File: src/rtl/bcd_pkg.sv
package bcd_pkg;

    typedef enum logic [1:0] {
        ST_IDLE   = 2'd0,
        ST_SETUP  = 2'd1,
        ST_ACTIVE = 2'd2
    } seq_state_t;

    localparam logic [1:0] TGT_EXT  = 2'd0;
    localparam logic [1:0] TGT_BIOS = 2'd1;
    localparam logic [1:0] TGT_DOS  = 2'd2;
    localparam logic [1:0] TGT_INT  = 2'd3;

    typedef struct packed {
        logic       is_io;
        logic       is_wr;
        logic [1:0] tgt;
        logic       bios_dec;
        logic       dos_dec;
    } cyc_attr_t;

endpackage

File: src/rtl/bcd_delay_sel.sv
module bcd_delay_sel
    import bcd_pkg::*;
#(
    parameter int WS_W      = 4,
    parameter int BASE_HALF = 4,
    parameter int LEN_W     = 6
) (
    input  logic             is_io,
    input  logic             is_16,
    input  logic [1:0]       tgt,
    input  logic             long_dly,
    input  logic [1:0]       io_dly,
    input  logic [1:0]       dos_ws,
    input  logic [WS_W-1:0]  ws_count,
    output logic [LEN_W-1:0] dly_half,
    output logic [LEN_W-1:0] len_half
);
    localparam int RAW_W = 3;

    logic [RAW_W-1:0] raw_dly;
    logic [RAW_W-1:0] isa_dly;

    assign isa_dly  = long_dly ? 3'd2 : 3'd1;
    assign len_half = LEN_W'(BASE_HALF) + (LEN_W'(ws_count) << 1);

    always_comb begin
        raw_dly = 3'd0;
        if (!is_io) begin
            if (is_16) begin
                raw_dly = 3'd0;
            end else begin
                unique case (tgt)
                    TGT_BIOS: raw_dly = 3'd1;
                    TGT_DOS:  raw_dly = (dos_ws == 2'b00) ? 3'd0 : isa_dly;
                    default:  raw_dly = isa_dly;
                endcase
            end
        end else begin
            if (is_16 || tgt == TGT_INT) begin
                raw_dly = 3'd1;
            end else begin
                unique case (io_dly)
                    2'b00:   raw_dly = 3'd1;
                    2'b01:   raw_dly = 3'd2;
                    default: raw_dly = 3'd4;
                endcase
            end
        end
    end

    always_comb begin
        if (LEN_W'(raw_dly) >= len_half) begin
            dly_half = len_half - LEN_W'(1);
        end else begin
            dly_half = LEN_W'(raw_dly);
        end
    end

endmodule

File: src/rtl/bcd_seq_fsm.sv
module bcd_seq_fsm
    import bcd_pkg::*;
#(
    parameter int LEN_W = 6
) (
    input  logic             clk,
    input  logic             rst_n,
    input  logic             cyc_start,
    input  cyc_attr_t        attr_in,
    input  logic [LEN_W-1:0] dly_in,
    input  logic [LEN_W-1:0] len_in,
    output seq_state_t       state_d,
    output cyc_attr_t        attr_d
);
    seq_state_t       state_q;
    cyc_attr_t        attr_q;
    logic [LEN_W-1:0] tick_q, tick_d;
    logic [LEN_W-1:0] dly_q, dly_d;
    logic [LEN_W-1:0] len_q, len_d;
    logic [LEN_W-1:0] tick_inc;

    assign tick_inc = tick_q + LEN_W'(1);

    always_comb begin
        state_d = state_q;
        attr_d  = attr_q;
        tick_d  = tick_q;
        dly_d   = dly_q;
        len_d   = len_q;
        unique case (state_q)
            ST_IDLE: begin
                if (cyc_start) begin
                    attr_d  = attr_in;
                    dly_d   = dly_in;
                    len_d   = len_in;
                    tick_d  = '0;
                    state_d = (dly_in == '0) ? ST_ACTIVE : ST_SETUP;
                end
            end
            ST_SETUP: begin
                tick_d = tick_inc;
                if (tick_inc == dly_q) begin
                    state_d = ST_ACTIVE;
                end
            end
            ST_ACTIVE: begin
                if (tick_inc == len_q) begin
                    state_d = ST_IDLE;
                end else begin
                    tick_d = tick_inc;
                end
            end
            default: state_d = ST_IDLE;
        endcase
    end

    always_ff @(posedge clk or negedge rst_n) begin
        if (!rst_n) begin
            state_q <= ST_IDLE;
            attr_q  <= '0;
            tick_q  <= '0;
            dly_q   <= '0;
            len_q   <= '0;
        end else begin
            state_q <= state_d;
            attr_q  <= attr_d;
            tick_q  <= tick_d;
            dly_q   <= dly_d;
            len_q   <= len_d;
        end
    end

    assert_end_at_len_R2: assert property (@(posedge clk) disable iff (!rst_n)
        (state_q == ST_ACTIVE && state_d == ST_IDLE) |-> (tick_q == len_q - LEN_W'(1)));

    assert_setup_leaves_room_R6: assert property (@(posedge clk) disable iff (!rst_n)
        (state_q == ST_SETUP) |-> (tick_q < len_q - LEN_W'(1)));

    assert_busy_start_ignored_R11: assert property (@(posedge clk) disable iff (!rst_n)
        (state_q != ST_IDLE && cyc_start) |=> $stable(attr_q));

endmodule

File: src/rtl/bcd_strobe_out.sv
module bcd_strobe_out
    import bcd_pkg::*;
(
    input  logic       clk,
    input  logic       rst_n,
    input  seq_state_t state_d,
    input  cyc_attr_t  attr_d,
    input  logic       clk_stopped,
    output logic       mem_rd_n,
    output logic       mem_wr_n,
    output logic       io_rd_n,
    output logic       io_wr_n,
    output logic       bios_cs_n,
    output logic       dos_cs_n
);
    logic cmd_on, in_cyc, mem_cyc;
    logic bios_on, dos_on;
    logic bios_dec_q;

    assign cmd_on  = (state_d == ST_ACTIVE);
    assign in_cyc  = (state_d != ST_IDLE);
    assign mem_cyc = in_cyc && !attr_d.is_io;
    assign bios_on = mem_cyc && (attr_d.tgt == TGT_BIOS) && (attr_d.bios_dec || cmd_on) && !clk_stopped;
    assign dos_on  = mem_cyc && (attr_d.tgt == TGT_DOS) && (attr_d.dos_dec || cmd_on) && !clk_stopped;

    always_ff @(posedge clk or negedge rst_n) begin
        if (!rst_n) begin
            mem_rd_n   <= 1'b1;
            mem_wr_n   <= 1'b1;
            io_rd_n    <= 1'b1;
            io_wr_n    <= 1'b1;
            bios_cs_n  <= 1'b1;
            dos_cs_n   <= 1'b1;
            bios_dec_q <= 1'b0;
        end else begin
            mem_rd_n   <= !(cmd_on && !attr_d.is_io && !attr_d.is_wr);
            mem_wr_n   <= !(cmd_on && !attr_d.is_io &&  attr_d.is_wr);
            io_rd_n    <= !(cmd_on &&  attr_d.is_io && !attr_d.is_wr);
            io_wr_n    <= !(cmd_on &&  attr_d.is_io &&  attr_d.is_wr);
            bios_cs_n  <= !bios_on;
            dos_cs_n   <= !dos_on;
            bios_dec_q <= attr_d.bios_dec;
        end
    end

    assert_single_cmd_R7: assert property (@(posedge clk) disable iff (!rst_n)
        $onehot0(~{mem_rd_n, mem_wr_n, io_rd_n, io_wr_n}));

    assert_stop_forces_cs_R10: assert property (@(posedge clk) disable iff (!rst_n)
        clk_stopped |=> (bios_cs_n && dos_cs_n));

    assert_gated_cs_needs_cmd_R8: assert property (@(posedge clk) disable iff (!rst_n)
        (!bios_cs_n && !bios_dec_q) |-> (!mem_rd_n || !mem_wr_n));

    assert_cs_not_both_R9: assert property (@(posedge clk) disable iff (!rst_n)
        !(!bios_cs_n && !dos_cs_n));

endmodule

File: src/rtl/bus_cmd_seq.sv
module bus_cmd_seq
    import bcd_pkg::*;
#(
    parameter int WS_W      = 4,
    parameter int BASE_HALF = 4
) (
    input  logic            clk,
    input  logic            rst_n,
    input  logic            cyc_start,
    input  logic            cyc_is_io,
    input  logic            cyc_is_wr,
    input  logic            cyc_16bit,
    input  logic [1:0]      cyc_tgt,
    input  logic [WS_W-1:0] ws_count,
    input  logic            cfg_long_dly,
    input  logic [1:0]      cfg_io_dly,
    input  logic [1:0]      cfg_dos_ws,
    input  logic            cfg_bios_dec,
    input  logic            cfg_dos_dec,
    input  logic            clk_stopped,
    output logic            mem_rd_n,
    output logic            mem_wr_n,
    output logic            io_rd_n,
    output logic            io_wr_n,
    output logic            bios_cs_n,
    output logic            dos_cs_n
);
    localparam int MAX_LEN = BASE_HALF + 2 * ((1 << WS_W) - 1);
    localparam int LEN_W   = $clog2(MAX_LEN + 1);

    logic [LEN_W-1:0] dly_half, len_half;
    cyc_attr_t        attr_in, attr_d;
    seq_state_t       state_d;

    assign attr_in = '{is_io: cyc_is_io, is_wr: cyc_is_wr, tgt: cyc_tgt,
                       bios_dec: cfg_bios_dec, dos_dec: cfg_dos_dec};

    bcd_delay_sel #(.WS_W(WS_W), .BASE_HALF(BASE_HALF), .LEN_W(LEN_W)) u_dly (
        .is_io(cyc_is_io), .is_16(cyc_16bit), .tgt(cyc_tgt),
        .long_dly(cfg_long_dly), .io_dly(cfg_io_dly), .dos_ws(cfg_dos_ws),
        .ws_count(ws_count), .dly_half(dly_half), .len_half(len_half)
    );

    bcd_seq_fsm #(.LEN_W(LEN_W)) u_fsm (
        .clk(clk), .rst_n(rst_n), .cyc_start(cyc_start), .attr_in(attr_in),
        .dly_in(dly_half), .len_in(len_half), .state_d(state_d), .attr_d(attr_d)
    );

    bcd_strobe_out u_out (
        .clk(clk), .rst_n(rst_n), .state_d(state_d), .attr_d(attr_d),
        .clk_stopped(clk_stopped),
        .mem_rd_n(mem_rd_n), .mem_wr_n(mem_wr_n), .io_rd_n(io_rd_n), .io_wr_n(io_wr_n),
        .bios_cs_n(bios_cs_n), .dos_cs_n(dos_cs_n)
    );

endmodule

File: config.mk
export PLATFORM = sky130hd
export DESIGN_NAME = bus_cmd_seq
export DESIGN_NICKNAME = d
export VERILOG_FILES = /design/src/rtl/bcd_pkg.sv /design/src/rtl/bcd_delay_sel.sv /design/src/rtl/bcd_seq_fsm.sv /design/src/rtl/bcd_strobe_out.sv /design/src/rtl/bus_cmd_seq.sv
export SDC_FILE = /design/constraint.sdc
export NUM_CORES = 1
export LEC_CHECK = 0
export BUFFER_PORTS_ARGS = -buffer_cell sky130_fd_sc_hd__buf_2
export CAP_MARGIN = 20
export CORE_ASPECT_RATIO = 0.6
export CORE_UTILIZATION = 35
export CTS_CLUSTER_SIZE = 12
export DETAILED_ROUTE_END_ITERATION = 7
export PLACE_DENSITY = 0.55
export SLEW_MARGIN = 20
export SYNTH_ARGS = -nofsm -noshare
export SYNTH_HDL_FRONTEND = slang
export SYNTH_HIERARCHICAL = 1
export SYNTH_SLANG_ARGS = --single-unit
File: constraint.sdc
create_clock -name clk -period 3.15 [get_ports clk]
set_input_delay 0.1575 -clock clk [delete_from_list [all_inputs] [get_ports clk]]
set_output_delay 0.1575 -clock clk [all_outputs]
set_load 0.02 [all_outputs]
; ---- Word-level counts from Yosys, hierarchy flattened
; Index checks and enable logic that the tools add are counted.
[op_classes]
muxes = 18
multipliers = 0
n_lt_le_gt_ge = 1
addsub = 3
shifts = 0
reduce_logical = 33
div_mod_pow = 0
bitwise = 0
n_eq_ne = 13
[op_table]
columns = operator, count
row1 = $mux W6, 5
row2 = $pmux W6 S3, 1
row3 = $logic_and A1 B1 Y1, 13
row4 = $eq A6 B6 Y1, 2
row5 = $mux W3, 4
row6 = $pmux W3 S2, 2
row7 = $eq A2 B2 Y1 const B, 5
row8 = $mux W2, 5
row9 = $logic_not A1 Y1, 9
row10 = $eq A2 B1 Y1 const B, 4
row11 = $add A3 B5 Y6 const A, 1
row12 = $add A6 B1 Y6 const B, 1
row13 = $ge A3 B6 Y1, 1
row14 = $logic_not A2 Y1, 3
row15 = $logic_not A6 Y1, 1
row16 = $pmux W2 S3, 1
row17 = $sub A6 B1 Y6 const B, 1
row18 = $ne A2 B2 Y1 const B, 2
row19 = $logic_or A1 B1 Y1, 3
row20 = $reduce_and A3 Y1, 1
row21 = $reduce_bool A3 Y1, 1
row22 = $reduce_and A2 Y1, 1
row23 = $reduce_bool A2 Y1, 1
[word_totals]
n_memories = 0
output_inout_bits = 6
latchBits = 0
rom_bits = 0
ramBits = 0
register_bits = 32
wordCells = 83
input_bits = 20

; ---- Logic depth before layout (Yosys ltp)
; Gate-level depths: netlist of run 1.
[depth]
depth_word = 17
mapped_depth = 19
mapped_depth_nobuf = 19

; ---- Cells and area by module
; Netlist of run 1, hierarchy kept.
[modules_own_cells]
columns = module, n_inst, cells_each, seq_area_each_um2, area_each_um2
row1 = bcd_seq_fsm, 1, 128, 650.6, 1465.2
row2 = bcd_delay_sel, 1, 56, 0.0, 430.4
row3 = bcd_strobe_out, 1, 17, 157.7, 242.7

; ---- Least setup slack after synthesis of run 1
; No wires, ideal clock.
[synth_path]
path_kind = input to register
start = input cyc_tgt[0]
end = register u_out.mem_rd_n
setup_slack_ns = 0.166
stages = 15
n_path_buf = 0
t_required_ns = 3.062
arrival_ns = 2.896
setup_ns = 0.088
path_cell_list = ha_1 -> nor4bb_1 -> ha_1 -> nand2b_1 -> a21oi_1 -> or2b_1 -> a2bb2oi_1 -> nand3_1 -> nor4_1 -> nand2_1 -> a21boi_0 -> o21ai_0 -> a21oi_1 -> nor2b_4 -> or3b_1
[synth_between]
elab_chain_cells = 14
elab_cells_between_ends = 18
classes_between = order compare: 1 / eq/ne: 4 / mux: 8 / reduce/logical: 5
[synth_lines]
columns = element, line_no
row1 = start: declaration, bus_cmd_seq.sv:13  ; input logic [1:0] cyc_tgt,
row2 = $eq A2 B2 Y1 (tied with other cells), bcd_delay_sel.sv:32  ; unique case (tgt)
row3 = $pmux W3 S2 / $logic_or A1 B1 Y1 (equally long branches), "bcd_delay_sel.sv:32, bcd_delay_sel.sv:39"
row4 = "$mux W3, on equally long branches", "bcd_delay_sel.sv:29, bcd_delay_sel.sv:39"
row5 = $mux W3 *, bcd_delay_sel.sv:28  ; if (!is_io) begin
row6 = $ge A3 B6 Y1, bcd_delay_sel.sv:52  ; if (LEN_W'(raw_dly) >= len_half) begin
row7 = $mux W6 *, bcd_delay_sel.sv:52
row8 = via dly_half[2], bus_cmd_seq.sv:31  ; logic [LEN_W-1:0] dly_half, len_half;
row9 = $logic_not A6 Y1 *, bcd_seq_fsm.sv:37  ; state_d = (dly_in == '0) ? ST_ACTIVE : ST_SETUP;
row10 = $mux W2 *, bcd_seq_fsm.sv:37
row11 = $mux W2 *, bcd_seq_fsm.sv:32  ; if (cyc_start) begin
row12 = $pmux W2 S3 *, bcd_seq_fsm.sv:30  ; unique case (state_q)
row13 = via state_d[1], bus_cmd_seq.sv:33  ; seq_state_t state_d;
row14 = $eq A2 B2 Y1 *, bcd_strobe_out.sv:20  ; assign cmd_on = (state_d == ST_ACTIVE);
row15 = $logic_and A1 B1 Y1 * (2 in a row), bcd_strobe_out.sv:36  ; mem_rd_n <= !(cmd_on && !attr_d.is_io && !attr_d.is_wr);
row16 = $logic_not A1 Y1 *, bcd_strobe_out.sv:36
row17 = end signal: assignment, bcd_strobe_out.sv:36
row18 = end: declaration, bcd_strobe_out.sv:9  ; output logic mem_rd_n,
; The timed path passes the listed nets; every way through them passes the cells marked *.
; A chain may end at the register's enable or synchronous reset.

; ---- Worst setup path after layout of run 1
[layout_path]
start = input cyc_tgt[0]
end = register u_out.mem_rd_n
[layout_between]
elab_chain_cells = 14
elab_cells_between_ends = 18
classes_between = order compare: 1 / eq/ne: 4 / mux: 8 / reduce/logical: 5
[layout_lines]
columns = element, line_no
row1 = $eq A2 B2 Y1 (tied with other cells), bcd_delay_sel.sv:32
row2 = $pmux W3 S2 / $logic_or A1 B1 Y1 (equally long branches), "bcd_delay_sel.sv:32, bcd_delay_sel.sv:39"
row3 = "$mux W3, on equally long branches", "bcd_delay_sel.sv:29, bcd_delay_sel.sv:39"
row4 = $mux W3 *, bcd_delay_sel.sv:28
row5 = $ge A3 B6 Y1 *, bcd_delay_sel.sv:52
row6 = $mux W6 *, bcd_delay_sel.sv:52
row7 = via dly_half[4], bus_cmd_seq.sv:31
row8 = $logic_not A6 Y1 *, bcd_seq_fsm.sv:37
row9 = $mux W2 *, bcd_seq_fsm.sv:37
row10 = $mux W2 *, bcd_seq_fsm.sv:32
row11 = $pmux W2 S3 *, bcd_seq_fsm.sv:30
row12 = via state_d[1], bus_cmd_seq.sv:33
row13 = $eq A2 B2 Y1 *, bcd_strobe_out.sv:20
row14 = $logic_and A1 B1 Y1 * (2 in a row), bcd_strobe_out.sv:36
row15 = $logic_not A1 Y1 *, bcd_strobe_out.sv:36
; Marked as above.

==> flow_summary.ini, run 1 <==
[outcome]
status = completed

[worst_setup_path]
crit_path_top_delay_cell = or3b_1
cp_max_fo = 4
max_stage_delay_ps = 340
ff2ff_path_depth = 10
r2r-end = u_out/mem_rd_n$_DFF_PN1_
cp_cell_sequence = buf_2 -> inv_1 -> ha_1 -> nor2_1 -> o31ai_2 -> nand2b_1 -> ha_1 -> nand3b_1 -> o21ba_4 -> nor3_1 -> buf_4 -> nor4_4 -> nand2_2 -> o21ai_0 -> o21ai_1 -> a21oi_1 -> nor2b_4 -> or3b_1
crit_top_cell = ha_1
cp_num_buf_inv = 3
arrival_ps = 3160
rr_startpoint = u_fsm/tick_q[0]$_DFFE_PN0P_
r2r_setup_slack_ps = 290
end_kind = register
path_delay_family = simple AND/OR/NAND/NOR gates
critPathLaunchType = input port
crit_type = input port to register
cp_data_required_time_ps = 3360

[yosys]
syn_area_per_cell_um2 = 10.6
synth_cells = 201
async_flop_share = 1.00
netlist_area_um2 = 2140
yosysWarnings = 6
synth_edf_count = 0
synth-seq-area-share = 0.378
ys_seq_elements = 32
synth_cell_types = 59
ys.flop_type = dfrtp_1
synth_nets = 234

[sta]
tns_ps = 0
setup_slack_ps = 199
period_minus_slack_ps = 2950
relSlewSlack = 0.514
slew_violations = 0
finClkSkew_ps = 6.80
worst_slew_pin_slew_ps = 728
finalCritPeriodShare = 0.937
final-hold-violation-count = 0
fmax_ghz = 0.339
finalSetupViolations = 0

[clock_tree]
insertion_delay_ps = 290
clkTransAtPathRegs_ps = 70
cts_buffers = 5
htree_num_levels = 2
numClockSinks = 32
clock_path_buffers = 2
ctsRootBufferMaster = clkbuf_8
cts_tree = yes

[final_layout]
num_antenna_cells = 0
layout.nets = 280
fillers = 561
multiInputGateArea_um2 = 1320
layout-drive-gt1-share = 0.403
seqCellArea_um2 = 808
synthToLayoutAreaGrowth_pct = 24.2
final_cell_area_um2 = 2660

[drt]
vias_per_cell = 4.84
remaining_drc_errors = 0
final_antenna_net_count = 0
drt_iter0_drc = 59
dr.pass1.iters = 4
vias = 1589
post_drt_wl_per_cell_um = 14.0
routed_wl_um = 4590

[hold_path]
hp-class = input port to register
holdPathEnd = u_out/dos_cs_n$_DFF_PN1_
min_path_cells = 3
hold_start = clk_stopped

[die]
fp.dieW_um = 103
die_area_um2 = 6440
fp.dieH_um = 62.5
core_um2 = 5730
ios = 26
start_util = 0.373
row_count = 21

[placement]
port_buffers = 25
gp_congestion = 0.783
placed_cell_area_um2 = 2460
dpl.hpwl_um = 3370
dp_slack_ps = -273

[power_and_ir_drop]
p_leak_nw = 1.17
power_density_nw_per_um2 = 721
total_power_w = 0.00191
irDropWorstVdd_mv = 0.304

[global_route]
grt_pass1_vias = 1505
grt_first_pass_wirelength_um = 7400
grtUsageTotal = 0.150
overflow = 0
grt_start_max_net_pins = 33
antenna_found_initial = 0

[run]
drv_cap = 0
worst max path at each step:
stage               slack, ps  cells after the start        from                  endpoint
floorplan                 170                     15  cyc_tgt[0]  u_out/mem_rd_n$_DFF_PN1_
global route              -40                     19  cyc_tgt[0]  u_out/mem_rd_n$_DFF_PN1_
detailed placement       -270                     16  cyc_tgt[0]  u_out/mem_rd_n$_DFF_PN1_
CTS                        20                     16  cyc_tgt[0]  u_out/mem_rd_n$_DFF_PN1_
global placement         -220                     16  cyc_tgt[0]  u_out/mem_rd_n$_DFF_PN1_
finish                    200                     18  cyc_tgt[0]  u_out/mem_rd_n$_DFF_PN1_
layout make-up:
class | instances | area share
clock buffer | 5 | 0.0259
clock inverter | 3 | 0.0160
inverter | 8 | 0.0113
multi-input combinational | 154 | 0.497
sequential | 32 | 0.304
tap | 80 | 0.0377
timing repair buffer | 46 | 0.107
Yosys cell counts (all sizes together) (2+ instances only):
cell type	count	area share
nor2	7	0.012
xor2	4	0.016
a2bb2oi	2	0.0082
nor4b	2	0.0082
o21ai	13	0.032
o31ai	4	0.023
ha	13	0.076
and3	2	0.0059
inv	8	0.014
o32ai	2	0.017
and2	4	0.014
a21boi	2	0.0088
or3b	2	0.0082
or4	2	0.0070
nor2b	4	0.015
nand3b	4	0.014
dfstp	6	0.074
nand3	9	0.023
mux2	18	0.095
nor4	2	0.0059
xnor2	13	0.053
clkbuf	2	0.0035
a21oi	3	0.0088
dfrtp	26	0.30
nand4bb	2	0.011
o211ai	2	0.0070
nand2	12	0.021
nand2b	5	0.015
nor3	3	0.0070
buf	5	0.014
placed cells by master (no fill, tap or decap), types with 3 or more instances in the layout:
cell type  instances
xnor2_1           13
nand2b_1           5
inv_1              8
mux2_2            18
nor2b_1            3
dfstp_2            6
clkbuf_8           5
dfrtp_1           26
nand3b_1           4
buf_2             25
nand3_1            7
ha_1              13
nand2_1           11
xor2_1             4
o21ai_0           10
buf_4             20
nor2_1             7
cell families after synthesis:
kind of cell,synth area share
adder cells (fa/ha/maj),0.0761
flip-flops,0.378
multiplexers,0.0995
XOR/XNOR,0.0807
AND/OR/NAND/NOR,0.191
buffers and inverters,0.0316
other,0.00175
AO/OA/AOI/OAI,0.142
routing by layer:
| metal | track usage | routed length (µm) | vias to the layer above | share of wire |
|---|---|---|---|---|
| met5 | 0 | 0 | - | 0 |
| met4 | 0.0211 | 10 | 0 | 0.0022 |
| met3 | 0.0470 | 212 | 2 | 0.046 |
| met2 | 0.191 | 1720 | 23 | 0.38 |
| met1 | 0.243 | 2650 | 756 | 0.58 |
| li1 | - | - | 808 | - |
through the flow:
step,hold slack (ps),utilization,cells
finish,99.7,0.464,328
global route,107,0.464,328
CTS,88.4,0.451,326
detailed placement,267,0.430,317
global placement,264,0.430,317
floorplan,-138,-,201
what timing repair did:
action / in CTS / in global routing
gates resized for setup: 0 / 13
hold buffers: 1 / 0
endpoints found under the setup margin: 0 / 6
endpoints found under the hold margin: 26 / 0
buffers inserted: 0 / 2
power by group:
group | switching, W | leakage (nW) | internal, W
combinational | 0.000425 | 0.719 | 0.000440
clock | 0.000165 | 0.0541 | 0.000234
sequential | 0.0000918 | 0.393 | 0.000558
total | 0.000682 | 1.17 | 0.00123
sequential cells by signal, summed over array words and instances (netlist names), 2 cells and up:
register,flops
u_fsm/attr_q,6
u_fsm/dly_q,6
u_fsm/len_q,6
u_fsm/state_q,2
u_fsm/tick_q,6
worst reg2reg max path, stage by stage, from the launching register on:
cell and delay (ps):
dfrtp_1 500, ha_1 280, nand3_1 200, xor3_1 320, nor3b_1 180, or3b_1 400, a22oi_1 200, o32ai_1 100
buf_4 160, nor2b_4 100, or3b_1 340
(Power assumes the default switching activity.)
==> inputs of run 2 (changes only) <==
--- a/config.mk
+++ b/config.mk
@@ -11,6 +11,7 @@
 export CORE_UTILIZATION = 35
 export CTS_CLUSTER_SIZE = 12
 export DETAILED_ROUTE_END_ITERATION = 7
+export GPL_TIMING_DRIVEN = 0
 export PLACE_DENSITY = 0.55
 export SLEW_MARGIN = 20
 export SYNTH_ARGS = -nofsm -noshare
==> run 2 against run 1 <==
Against the previous run: fmax decreased by 1.3%; worst hold slack improved by 13 ps; flip-flop and latch count unchanged; via count is 2.3% lower; utilization fell by 0.68 points; sequential power about the same; critical endpoint is now u_out/dos_cs_n$_DFF_PN1_; first-iteration DRC count down 12%.
==> flow_summary.ini, run 2 (synthesized netlist as in run 1, its figures left out) <==
[placement]
port_buffers = 25
dp_slack_ps = -578
placed_cell_area_um2 = 2360
dpl.hpwl_um = 3300
gp_congestion = 0.774

[worst_setup_path]
path_depth = 19
path_delay_family = simple AND/OR/NAND/NOR gates
crit_top_cell = buf_4
cp_num_buf_inv = 4
end_kind = register
crit_path_top_delay_cell = or4_1
cp_cell_sequence = buf_2 -> inv_2 -> ha_4 -> o21a_1 -> nor2_1 -> o31ai_2 -> nand2b_1 -> ha_1 -> nand3b_1 -> or4_1 -> nand3_2 -> nor4_4 -> nand2_2 -> buf_4 -> mux2i_1 -> o32ai_2 -> nor2b_4 -> buf_4 -> o21ai_0
critPathLaunchType = input port
crit_type = input port to register
arrival_ps = 3190
max_stage_delay_ps = 570
cp_max_fo = 5
cp_data_required_time_ps = 3360
ff2ff_path_depth = 9

[sta]
holdWs_ps = 113
relSlewSlack = 0.522
setup_slack_ps = 160
final-hold-violation-count = 0
finalCritPeriodShare = 0.949
worst_slew_pin_slew_ps = 716
finalSetupViolations = 0
period_minus_slack_ps = 2990
finClkSkew_ps = 9.82
fmax_ghz = 0.334
slew_violations = 0

[final_layout]
num_antenna_cells = 0
final_cell_area_um2 = 2620
layout.nets = 270
synthToLayoutAreaGrowth_pct = 22.4
final_cell_mix = 28 x buf_2, 26 x dfrtp_1, 18 x mux2_2
final_common_cell = buf_2
layout-drive-gt1-share = 0.408

[die]
die_area_um2 = 6440
core_um2 = 5730
row_count = 21
fp.dieW_um = 103
start_util = 0.373
fp.dieH_um = 62.5
ios = 26

[drt]
drt_iter0_drc = 52
routed_wl_um = 4610
dr.pass1.iters = 4
vias_per_cell = 4.88
remaining_drc_errors = 0
vias = 1552
final_antenna_net_count = 0
post_drt_wl_per_cell_um = 14.5

[power_and_ir_drop]
irDropWorstVdd_mv = 0.313
p_leak_nw = 1.11
power_density_nw_per_um2 = 730

[outcome]
status = completed

[clock_tree]
cts_buffers = 5
cts_tree = yes
htree_num_levels = 2
insertion_delay_ps = 290
clock_path_buffers = 2
numClockSinks = 32
ctsRootBufferMaster = clkbuf_8
clkTransAtPathRegs_ps = 70

[global_route]
grt_start_max_net_pins = 33
overflow = 0
grt_pass1_vias = 1501
antenna_found_initial = 0
grt_first_pass_wirelength_um = 7670
grtUsageTotal = 0.157

[run]
drv_cap = 0

[hold_path]
hp-class = input port to register
min_path_cells = 3
## run 2: changes by cell type in the layout (fill, tap and decap cells not counted), sizes merged
| cell | change |
|---|---|
| clkbuf | +2 |
| buf | -12 |
## run 2: layout make-up
| class | instances | area, µm² |
|---|---|---|
| Buffer | 7 | 37.5 |
| Clock inverter | 3 | 42.5 |
| Sequential cell | 32 | 808 |
| Timing Repair Buffer | 29 | 158 |
| Fill cell | 558 | 3110 |
| Inverter | 8 | 30.0 |
| Multi-Input combinational cell | 154 | 1370 |
| Clock buffer | 5 | 68.8 |
| Tap cell | 80 | 100 |
## run 2: path summary, 6_finish.rpt
path / from / end / slack, ps
setup / recovery: cyc_tgt[0] / u_out/dos_cs_n$_DFF_PN1_ / 160
hold / removal: clk_stopped / u_out/bios_cs_n$_DFF_PN1_ / 110
setup reg to reg: u_fsm/tick_q[0]$_DFFE_PN0P_ / u_out/mem_rd_n$_DFF_PN1_ / 280
hold reg to reg: u_fsm/attr_q[1]$_DFF_PN0_ / u_fsm/attr_q[1]$_DFF_PN0_ / 500
max in group asynchronous: rst_n / u_fsm/len_q[5]$_DFFE_PN0P_ / 2240
min in group asynchronous: rst_n / u_fsm/tick_q[1]$_DFFE_PN0P_ / 440
## run 2: worst reg2reg max path, stage by stage (launching register included)
cell and delay (ps):
dfrtp_1 500, ha_1 300, nand3_1 200, xor3_1 270
nor3b_1 180, or3b_1 430, a22oi_1 260, o32ai_2 160
nor2b_4 140, or3b_1 350
## run 2: per-stage QoR
step | utilization | instances | power (W) | TNS (ps)
4_1_cts | 0.442 | 317 | 0.00188 | 0
5_1_grt | 0.457 | 318 | 0.00205 | -11.5
3_5_place_dp | 0.413 | 306 | 0.00145 | -2240
3_3_place_gp | 0.413 | 306 | 0.00144 | -2300
6_report | 0.457 | 318 | 0.00191 | 0
2_1_floorplan | - | 201 | 0.00126 | 0
## run 2: timing repair
item	4_1_cts	5_1_grt
setup buffers	2	1
hold buffers	1	0
pin swaps	6	8
hold endpoints to repair	26	0
setup endpoints to repair	6	6
cloned	0	0
gates resized for setup	6	17
## run 2: per-layer routing
layer  track usage  vias up  share of wire  routed length [µm]
li1              -      790              -                   -
met1         0.259      731           0.58                2690
met2         0.193       24           0.37                1730
met3        0.0447        7          0.034                 157
met4        0.0317        0         0.0087                  40
met5             0        -              0                   0
## run 2: report_power, final
part           switching (W)  internal [W]  total (W)
clock network       0.000169      0.000234   0.000404
registers          0.0000922      0.000558   0.000650
logic               0.000435      0.000422   0.000857
